File: src/rtl/rx_err_hold.sv
module rx_err_hold #(
  parameter int DW = 24,
  parameter int NE = 7
) (
  input  logic          clk,
  input  logic          rst_n,
  input  logic          sf_valid,
  input  logic          sf_chan,
  input  logic [DW-1:0] sf_data,
  input  logic [NE-1:0] err_flags,
  input  logic [NE-1:0] err_mask,
  input  logic [1:0]    hold_mode,
  input  logic          rd_strobe,
  output logic          out_valid,
  output logic          out_chan,
  output logic [DW-1:0] out_data,
  output logic [NE-1:0] err_reg,
  output logic          err_pin,
  output logic          irq
);

  localparam logic [NE-1:0] AUDIO_BITS = NE'(7'h1F);

  logic [NE-1:0] live;
  logic          hit_audio;
  logic          do_rep, do_zero;
  logic [DW-1:0] last_a, last_b, last_sel, next_data;

  assign live      = err_flags & err_mask;
  assign hit_audio = |(live & AUDIO_BITS);
  assign do_rep    = hit_audio && hold_mode == 2'd1;
  assign do_zero   = hit_audio && hold_mode == 2'd2;
  assign last_sel  = sf_chan ? last_b : last_a;
  assign next_data = do_zero ? '0 : (do_rep ? last_sel : sf_data);
  assign irq       = |err_reg;

  always_ff @(posedge clk) begin
    if (!rst_n) begin
      out_valid <= 1'b0;
      out_chan  <= 1'b0;
      out_data  <= '0;
      err_reg   <= '0;
      err_pin   <= 1'b0;
      last_a    <= '0;
      last_b    <= '0;
    end else begin
      out_valid <= sf_valid;
      err_pin   <= sf_valid && |live;
      err_reg   <= (rd_strobe ? '0 : err_reg) | (sf_valid ? live : '0);
      if (sf_valid) begin
        out_chan <= sf_chan;
        out_data <= next_data;
        if (!do_rep && !do_zero) begin
          if (sf_chan) last_b <= sf_data;
          else         last_a <= sf_data;
        end
      end
    end
  end


  sticky_hold_chk: assert property (@(posedge clk) disable iff (!rst_n)
    !$past(rd_strobe) |-> ((~err_reg & $past(err_reg)) == '0));


  pin_cause_chk: assert property (@(posedge clk) disable iff (!rst_n)
    err_pin |-> ($past(sf_valid) && ($past(err_flags & err_mask) != '0)));


  zero_subst_chk: assert property (@(posedge clk) disable iff (!rst_n)
    ($past(sf_valid) && $past(hold_mode) == 2'd2 &&
     ($past(err_flags & err_mask) & AUDIO_BITS) != '0) |-> out_data == '0);


  crc_pass_chk: assert property (@(posedge clk) disable iff (!rst_n)
    ($past(sf_valid) && ($past(err_flags & err_mask) & AUDIO_BITS) == '0)
      |-> out_data == $past(sf_data));


  latency_chk: assert property (@(posedge clk) disable iff (!rst_n)
    out_valid == $past(sf_valid));

endmodule

File: config.mk
export PLATFORM = sky130hd
export DESIGN_NAME = rx_err_hold
export DESIGN_NICKNAME = d
export VERILOG_FILES = /design/src/rtl/rx_err_hold.sv
export SDC_FILE = /design/constraint.sdc
export NUM_CORES = 1
export LEC_CHECK = 0
export BUFFER_PORTS_ARGS = -buffer_cell sky130_fd_sc_hd__buf_4
export CORE_AREA = 3 3 104 106
export DETAILED_ROUTE_END_ITERATION = 8
export DIE_AREA = 0 0 107 109
export SYNTH_ARGS = -nofsm -noshare
export SYNTH_HDL_FRONTEND = slang
export SYNTH_SLANG_ARGS = --single-unit
File: constraint.sdc
create_clock -name clk -period 4.6 [get_ports clk]
set_clock_uncertainty 0.15 [all_clocks]
set_input_delay 0.92 -clock clk [delete_from_list [all_inputs] [get_ports clk]]
set_output_delay 0.92 -clock clk [all_outputs]
set_load 0.005 [all_outputs]
==> impl_metrics.yaml, run 1 <==
status:
  status: "finished, final reports clean"
route:
  viasPerCell: 4.875
  vias: 2876
  wl_per_cell_um: 14.33
  ant_nets: 0
  drtIter0Drc: 111
  drt_pass1_iterations: 4
  drc: 0
  wirelength_um: 8453
worst_hold_path:
  min_from: "out_data[20]"
  min_path_cells: 2
  min_path_type: "flip-flop to flip-flop"
  whs_endpoint: "out_data[20]"
final_layout:
  multi_input_area_um2: 1712
  layout.nets: 498
  area_growth_syn_to_layout_pct: 24.84
  fill_cells: 978
  drive_above_1_share_pct: 22.76
  seq_area_um2: 1642
  layout_common_cells: "122 x nand2_1, 84 x buf_4, 82 x dfxtp_1, 72 x mux2i_1"
  final_common_cell: "nand2_1"
  largestRegisters: "last_a x24, last_b x24, out_data x24"
  diodes: 0
worst_setup_path:
  end_kind: "flip-flop"
  worstPathArrival_ns: 2.91
  startpoint_type: "primary input"
  r2r-start: "last_b[8]"
  rr_worst_depth: 4
  timing.rr.end: "out_data[8]"
  crit_required_ns: 4.72
  critical_path_class: "primary input to flip-flop"
  cp_max_fo: 24
  regToRegSetupSlack_ns: 3.51
floorplan:
  core-area_um2: 9864
  rows: 36
  die_w_um: 107
  io_pins: 80
  initial_core_util_pct: 35.39
  design.die.area_um2: 11660
  die_h_um: 109
clocking:
  cts.sinks: 82
  cts.hold.buffers_added: 0
  cts_setup_buffers: 0
  cts.repair.resized: 0
  clkLatencyLatePin_ns: 0.34
  cts_made_buffers: 9
  cts_root_buf: "clkbuf_8"
  cts_buffer_depth: 2
  cts.clk_slew.worst_paths_ns: 0.08
  cts_tree: "yes"
  cts-htree-levels: 3
place:
  numPortBuffers: 79
  dp_hpwl_um: 5445
  place_congestion: 0.6950
  dpl_worst_slack_ns: 1.417
synth:
  yosysSeqAreaShare_pct: 47.03
  synth_seq_cells: 82
  yosysUniqueCellTypes: 24
  syn_nets: 434
  syn_avg_cell_area_um2: 8.974
  synth_warnings: 0
  netlist_area_um2: 3491
  syn_inst: 389
power:
  switching_share_pct: 24.43
  seqPwrFrac_pct: 50.6
  vdd_drop_max_mv: 0.1418
  power_density_nw_per_um2: 348.0
  leakagePower_nw: 1.781
  clkPwrFrac_pct: 35.0
  combPwrFrac_pct: 14.4
  power.switching_mw: 0.3705
  internal_power_mw: 1.146
  power_mw: 1.517
grt:
  first_global_vias: 2864
  grt.total_usage_pct: 14.97
  antenna_found_initial: 0
  grt_pass1_wl_um: 13920
  grt_max_degree: 82
  globalRouteOverflowTotal: 0
sta:
  timing.fmax_ghz: 0.3581
  tightest_slew_ns: 1.122
  hold_violations: 0
  finalHoldWorstSlack_ns: 0.3005
  min_period_over_period_pct: 60.71
  rsz0062_at_grt: "no"
  fin_crit_ns: 2.793
  fin_ws_ns: 1.807
  finalMaxSlewViolations: 0
  slew_headroom_pct: 24.88
  setup_violations: 0
  tns_ns: 0
job:
  max-cap-violations: 0
cells by family after synthesis:
logic type	share of synthesized area, %
AOI/OAI and AO/OA	11.15
and+or+nand+nor	16.45
xor gates and xnor gates	0.2509
DFF	47.02
buffers and inverters	4.480
muxes	20.65
cell type report:
class	instances	share of cell area (%)
clock buffer	13	3.876
clock inverter	2	0.8039
inverter	1	0.08613
multi-input combinational	275	39.28
sequential	82	37.67
tap	133	3.819
timing repair buffer	84	14.47
layer usage:
metal | part of all wire (%) | routed length, um | vias up | track usage (%)
met3 | 4.9 | 411 | 10 | 3.967
met5 | 0 | 0 | - | 0
met4 | 1.5 | 126 | 0 | 4.840
met2 | 47 | 4009 | 71 | 25.27
li1 | - | - | 1457 | -
met1 | 46 | 3905 | 1338 | 18.68
synth_stat cells:
cell / number / area share, %
mux2i_1: 72 / 21
dfxtp_1: 82 / 47
and2_1: 2 / 0.36
a21boi_1: 2 / 0.43
a22oi_1: 2 / 0.43
nor3b_2: 1 / 0.36
a21boi_0: 1 / 0.22
nor3_1: 1 / 0.14
a21oi_1: 1 / 0.14
clkbuf_1: 18 / 1.9
nor4_1: 1 / 0.18
a222oi_1: 1 / 0.29
buf_6: 2 / 0.65
nor2b_1: 9 / 1.6
buf_2: 8 / 1.1
o22ai_1: 24 / 4.3
a32oi_1: 7 / 1.8
nor2_4: 1 / 0.32
nand2_1: 122 / 13
buf_4: 3 / 0.65
xnor2_1: 1 / 0.25
nand2b_1: 2 / 0.36
inv_1: 1 / 0.11
o21ai_1: 25 / 3.6
power groups by stage:
stage                     combinational [mW]  clock [mW]  sequential (mW)
after floorplan                        0.127           0            0.783
after global placement                 0.217           0            0.783
after detailed placement               0.221           0            0.784
after CTS                              0.221       0.548            0.768
after global routing                   0.242       0.575            0.772
final                                  0.218       0.531            0.768
stage by stage:
step / utilization (%) / cells / area, um^2
after floorplan: - / 389 / 3491
after global placement: 42.11 / 575 / 4154
after detailed placement: 42.11 / 575 / 4154
after CTS: 44.18 / 590 / 4358
after global routing: 44.18 / 590 / 4358
final: 44.18 / 590 / 4358
worst max-delay path, stage by stage:
cell      delay [ns]
buf_4           0.11
a222oi_1        0.53
a21oi_1         0.26
nor2_4          0.80
mux2i_1         0.28
how the worst max path moves through the flow:
stage / start / endpoint / slack [ns] / cells past startpoint
after floorplan: err_flags[2] / last_a[10] / 2.21 / 6
after global placement: err_flags[2] / last_b[9] / 1.51 / 5
after detailed placement: err_flags[2] / last_b[17] / 1.42 / 5
after CTS: err_flags[2] / last_b[17] / 1.79 / 5
after global routing: err_flags[2] / last_b[9] / 1.64 / 5
final: err_flags[2] / last_b[17] / 1.81 / 5
Note: power is estimated with default switching activity, not from simulation.
==> run 2, diff against run 1 <==
- clock period: 4.6 -> 2.3 ns (I/O delays scaled with it)
==> run 2 against run 1 <==
Net effect:
- combinational power grew 110%
- clock-buffer cell count decreased by 2
- power rose by 92%
- critical path depth increased by 1
- non-clock buffer count increased by 7
- critical endpoint is now out_data[11]
- largest power group unchanged
==> impl_metrics.yaml, run 2 (synthesis gave the netlist of run 1 again) <==
status:
  status: "finished, final reports clean"
worst_setup_path:
  slowest_delay_ns: 0.84
  slowest_stage: "o21ai_2"
  cp-startpoint: "err_flags[2]"
  r2r-start: "last_b[8]"
  critical_path_class: "primary input to flip-flop"
  critical_path.cell_chain: "buf_4 > a222oi_1 > buf_4 > and2_1 > o21ai_2 > o21ai_1"
  end_kind: "flip-flop"
  startpoint_type: "primary input"
  cp_max_fo: 24
  crit_required_ns: 2.34
  rr_worst_depth: 4
  crit_path_frequent_cell: "buf_4"
  worstPathArrival_ns: 1.97
floorplan:
  die_h_um: 109
  io_pins: 80
  core-area_um2: 9864
  design.die.area_um2: 11660
  initial_core_util_pct: 35.39
  die_w_um: 107
  rows: 36
sta:
  timing.fmax_ghz: 0.5187
  tightest_slew_ns: 1.077
  fin_crit_ns: 1.928
  min_period_over_period_pct: 83.81
  hold_violations: 0
  slew_headroom_pct: 28.18
  finalMaxSlewViolations: 0
  setup_violations: 0
  rsz0062_at_grt: "no"
final_layout:
  layout_common_cells: "122 x nand2_1, 88 x buf_4, 82 x dfxtp_1, 72 x mux2i_1"
  fin_area_um2: 4415
  final_common_cell: "nand2_1"
  layout.nets: 505
  drive_above_1_share_pct: 24.09
  area_growth_syn_to_layout_pct: 26.49
  diodes: 0
  largestRegisters: "last_a x24, last_b x24, out_data x24"
grt:
  first_global_vias: 2738
  globalRouteOverflowTotal: 0
  grt.total_usage_pct: 14.93
  grt_max_degree: 40
  grt_pass1_wl_um: 13700
  antenna_found_initial: 0
clocking:
  cts_root_buf: "clkbuf_8"
  cts.clk_slew.worst_paths_ns: 0.08
  cts-htree-levels: 3
  cts_tree: "yes"
  cts_made_buffers: 9
  cts.hold.buffers_added: 0
  cts_setup_buffers: 0
  cts_buffer_depth: 2
  cts.repair.resized: 0
  clkLatencyLatePin_ns: 0.35
  cts.sinks: 82
place:
  dp_hpwl_um: 5838
  place_congestion: 0.6863
  numPortBuffers: 79
  dpl_cell_area_um2: 4244
power:
  power_density_nw_per_um2: 661.1
  leakagePower_nw: 1.807
  power_mw: 2.919
  vdd_drop_max_mv: 0.2857
route:
  viasPerCell: 4.880
  ant_nets: 0
  vias: 2918
  wl_per_cell_um: 14.40
  drc: 0
  wirelength_um: 8611
  drt_pass1_iterations: 4
  drtIter0Drc: 149
worst_hold_path:
  min_path_cells: 3
  min_path_type: "primary input to flip-flop"
  min_from: "sf_data[3]"
job:
  max-cap-violations: 0
-- run 2: changes by cell type in the layout (fill, tap and decap cells not counted) --
cell / before / now
buf_4: 84 / 88
buf_12: 0 / 3
clkbuf_8: 12 / 10
clkinv_2: 1 / 3
clkinvlp_4: 0 / 2
bufinv_16: 1 / 0
-- run 2: through the flow --
| step | setup TNS (ns) | setup WS [ns] | hold slack, ns | std cells | util (%) |
|---|---|---|---|---|---|
| CTS | 0 | 0.3566 | 0.2253 | 598 | 44.76 |
| detailed placement | -0.1028 | -0.01893 | 0.2930 | 582 | 43.02 |
| finish | 0 | 0.3723 | 0.2510 | 598 | 44.76 |
| global route | 0 | 0.1413 | 0.2382 | 598 | 44.76 |
| floorplan | 0 | 0.3725 | 0.2841 | 389 | - |
| global placement | 0 | 0.01511 | 0.2883 | 582 | 43.02 |
-- run 2: path summary, 6_finish.rpt --
check / slack (ns) / endpoint
worst max-delay path: 0.37 / out_data[11]
worst min-delay path: 0.25 / last_b[3]
worst max register to register: 1.24 / out_data[8]
worst min register to register: 0.30 / out_data[19]
-- run 2: cell type report --
| type | instances | area (um^2) |
|---|---|---|
| repair buffers | 91 | 720.7 |
| well taps | 133 | 166.4 |
| flip-flops and latches | 82 | 1642 |
| clock inverters | 5 | 30.03 |
| clock buffers | 11 | 141.4 |
| multi-input cells | 275 | 1712 |
| inverters | 1 | 3.754 |
| fillers | 991 | 5449 |
-- run 2: worst max-delay path, delay by kind of cell --
kind,cells,cell delay (ns)
buffers and inverters,2,0.23
AND/OR/NAND/NOR,1,0.17
AO/OA/AOI/OAI,3,1.09
-- run 2: routing by layer --
layer | part of all wire [%] | track usage, %
met1 | 46 | 19.26
met2 | 49 | 24.82
met3 | 4.4 | 3.552
met4 | 0.96 | 4.658
met5 | 0 | 0
-- run 2: where the power goes --
part / internal [mW] / switching, mW
clock network: 0.416 / 0.510
logic: 0.227 / 0.230
registers: 1.50 / 0.0389
==> run 3, diff against run 2 <==
- ABC_AREA: not set -> 1
- CORE_AREA: 3 3 104 106 -> 3 3 109 111
- DIE_AREA: 0 0 107 109 -> 0 0 112 114
- clock period: 2.3 -> 1.9 ns (I/O delays scaled with it)
==> run 3 against run 2 <==
Net effect:
- clock power up 38%
- core utilization shrank 1.2 points
- critical path depth is 3 lower
- sequential share of layout area fell by 2.6 points
- clock-buffer cell count fell by 1
- register-to-register slack lost 0.46 ns
- largest cell class unchanged
- power grew 32%
- global-route usage up 3.0 points
- worst setup slack lost 0.25 ns
==> impl_metrics.yaml, run 3 <==
worst_setup_path:
  critical_path_class: "flip-flop to output pin"
  regToRegSetupSlack_ns: 0.78
  slowest_stage: "dfxtp_1"
  worstPathArrival_ns: 1.24
  timing.rr.end: "out_data[21]"
  cp_max_fo: 3
  crit_family: "simple AND/OR/NAND/NOR gates"
  r2r-start: "last_b[21]"
  rr_worst_depth: 5
  crit_required_ns: 1.37
  path_buf_inv: 1
  slowest_delay_ns: 0.35
  end_kind: "output pin"
  critical_path.cell_chain: "nor4_2 > nand4_1 > buf_4"
  startpoint_type: "flip-flop"
power:
  seqPwrFrac_pct: 48.9
  switching_share_pct: 28.51
  power.switching_mw: 1.102
  combPwrFrac_pct: 18.1
  vdd_drop_max_mv: 0.3054
  leakagePower_nw: 2.203
  power_mw: 3.866
  power_density_nw_per_um2: 814.3
  internal_power_mw: 2.764
  clkPwrFrac_pct: 33.0
final_layout:
  layout.nets: 671
  fin_area_um2: 4747
  layout_common_cells: "131 x nand2_1, 98 x nor2_1, 96 x nand3_1, 95 x buf_4, 82 x dfxtp_1"
  seq_area_um2: 1642
  final_common_cell: "nand2_1"
  diodes: 0
  drive_above_1_share_pct: 20.48
  multi_input_area_um2: 1808
  largestRegisters: "last_a x24, last_b x24, out_data x24"
  area_growth_syn_to_layout_pct: 24.39
  fill_cells: 1172
floorplan:
  initial_core_util_pct: 35.05
  design.die.area_um2: 12770
  rows: 38
  die_w_um: 112
  die_h_um: 114
  core-area_um2: 10890
  io_pins: 80
sta:
  rsz0062_at_grt: "no"
  timing.fmax_ghz: 0.5638
  slew_headroom_pct: 47.88
  finalHoldWorstSlack_ns: 0.1775
  tns_ns: 0
  hold_violations: 0
  finalMaxSlewViolations: 0
  min_period_over_period_pct: 93.35
  fin_ws_ns: 0.1264
  setup_violations: 0
  tightest_slew_ns: 0.7810
  fin_crit_ns: 1.774
grt:
  first_global_vias: 3633
  grt_max_degree: 29
  antenna_found_initial: 0
  globalRouteOverflowTotal: 0
  grt_pass1_wl_um: 18410
  grt.total_usage_pct: 17.93
clocking:
  cts_buffer_depth: 2
  cts_root_buf: "clkbuf_8"
  cts.sinks: 82
  clkLatencyLatePin_ns: 0.35
  cts_made_buffers: 9
  cts-htree-levels: 3
  cts_setup_buffers: 0
  cts_tree: "yes"
  cts.clk_slew.worst_paths_ns: 0.08
synth:
  syn_avg_cell_area_um2: 6.888
  synth_area_leader_cell: "dfxtp_1"
  syn_nets: 599
  yosysMostFrequentCell: "nand2_1"
  synth_edf_count: 0
  yosysSeqAreaShare_pct: 43.02
  ys_top_cells_by_area: "dfxtp_1 43%, nand2_1 13%, nand3_1 13%, nor2_1 9.6%, a21boi_0 4.7%"
  synth_top_area_share_pct: 43.02
  netlist_area_um2: 3816
  synth_seq_cells: 82
  synth_warnings: 0
  async_flop_share_pct: 0
  synth_common_cells: "131 x nand2_1, 98 x nor2_1, 96 x nand3_1"
  syn_inst: 554
  synth-main-ff-cell: "dfxtp_1"
  yosysUniqueCellTypes: 25
worst_hold_path:
  min_from: "err_mask[6]"
  min_path_cells: 3
  min_path_type: "primary input to flip-flop"
  whs_endpoint: "err_reg[6]"
route:
  drt_pass1_iterations: 5
  wl_per_cell_um: 14.69
  vias: 3758
  ant_nets: 0
  drtIter0Drc: 205
  viasPerCell: 4.881
  drc: 0
  wirelength_um: 11310
status:
  status: "finished, final reports clean"
job:
  max-cap-violations: 0
place:
  dpl_cell_area_um2: 4548
  numPortBuffers: 79
  dpl_worst_slack_ns: 0.03805
  place_congestion: 0.7787
  dp_hpwl_um: 7265
run 3: cell count changes after synthesis, moves of 7 or more:
cell      previous run  this run
a21boi_0             1        24
a21oi_1              1        25
a32oi_1              7         0
clkbuf_1            18        10
inv_1                1        35
mux2i_1             72         0
nand2_1            122       131
nand3_1              0        96
nor2_1               0        98
nor2b_1              9         0
o21ai_1             25         0
o22ai_1             24         7
run 3: power groups by stage:
stage / clock network (mW) / logic [mW] / registers [mW]
after global routing: 1.38 / 0.784 / 1.91
after CTS: 1.31 / 0.701 / 1.89
final: 1.28 / 0.699 / 1.89
after detailed placement: 0 / 0.699 / 1.93
after global placement: 0 / 0.685 / 1.93
after floorplan: 0 / 0.428 / 1.92
run 3: final cells by class:
type | count | area share [%]
Clock buffer | 10 | 2.899
Clock inverter | 5 | 1.160
Inverter | 41 | 3.295
Multi-Input combinational cell | 394 | 38.09
Sequential cell | 82 | 34.58
Tap cell | 140 | 3.690
Timing Repair Buffer | 98 | 16.29
run 3: layer usage:
layer / vias to the layer above / wire [um] / GRT usage (%)
li1: 1912 / - / -
met1: 1701 / 5273 / 24.58
met2: 135 / 5177 / 28.98
met3: 10 / 767 / 3.820
met4: 0 / 94 / 4.567
met5: - / 0 / 0
run 3: worst register-to-register path, stage by stage, from the launching register on:
cell and delay [ns]:
dfxtp_1 0.32, nand2_1 0.07, a21boi_0 0.19, nand3_1 0.10, nand3_1 0.10, a21oi_1 0.07
run 3: kinds of logic after synthesis:
group	after synthesis	share of synthesized area (%)
AO/OA/AOI/OAI	59	9.967
buffers and inverters	78	9.771
flip-flops	82	43.02
AND/OR/NAND/NOR	335	37.25
run 3: worst max path at each step:
stage / cells past startpoint / start / end
2_1_floorplan: 10 / err_flags[0] / last_a[10]
3_3_place_gp: 6 / sf_chan / out_data[15]
3_5_place_dp: 6 / sf_chan / out_data[21]
4_1_cts: 3 / err_reg[0] / irq
5_1_grt: 3 / err_reg[0] / irq
6_report: 3 / err_reg[0] / irq
run 3: metrics by stage:
stage	util, %	std cells
after floorplan	-	554
after global placement	41.77	755
after detailed placement	41.77	755
after CTS	43.54	770
after global routing	43.60	770
final	43.60	770
run 3: repair_timing:
item	4_1_cts	5_1_grt
endpoints found under the hold margin	0	0
gates resized for setup	0	1
endpoints found under the setup margin	0	1
hold buffers	0	0
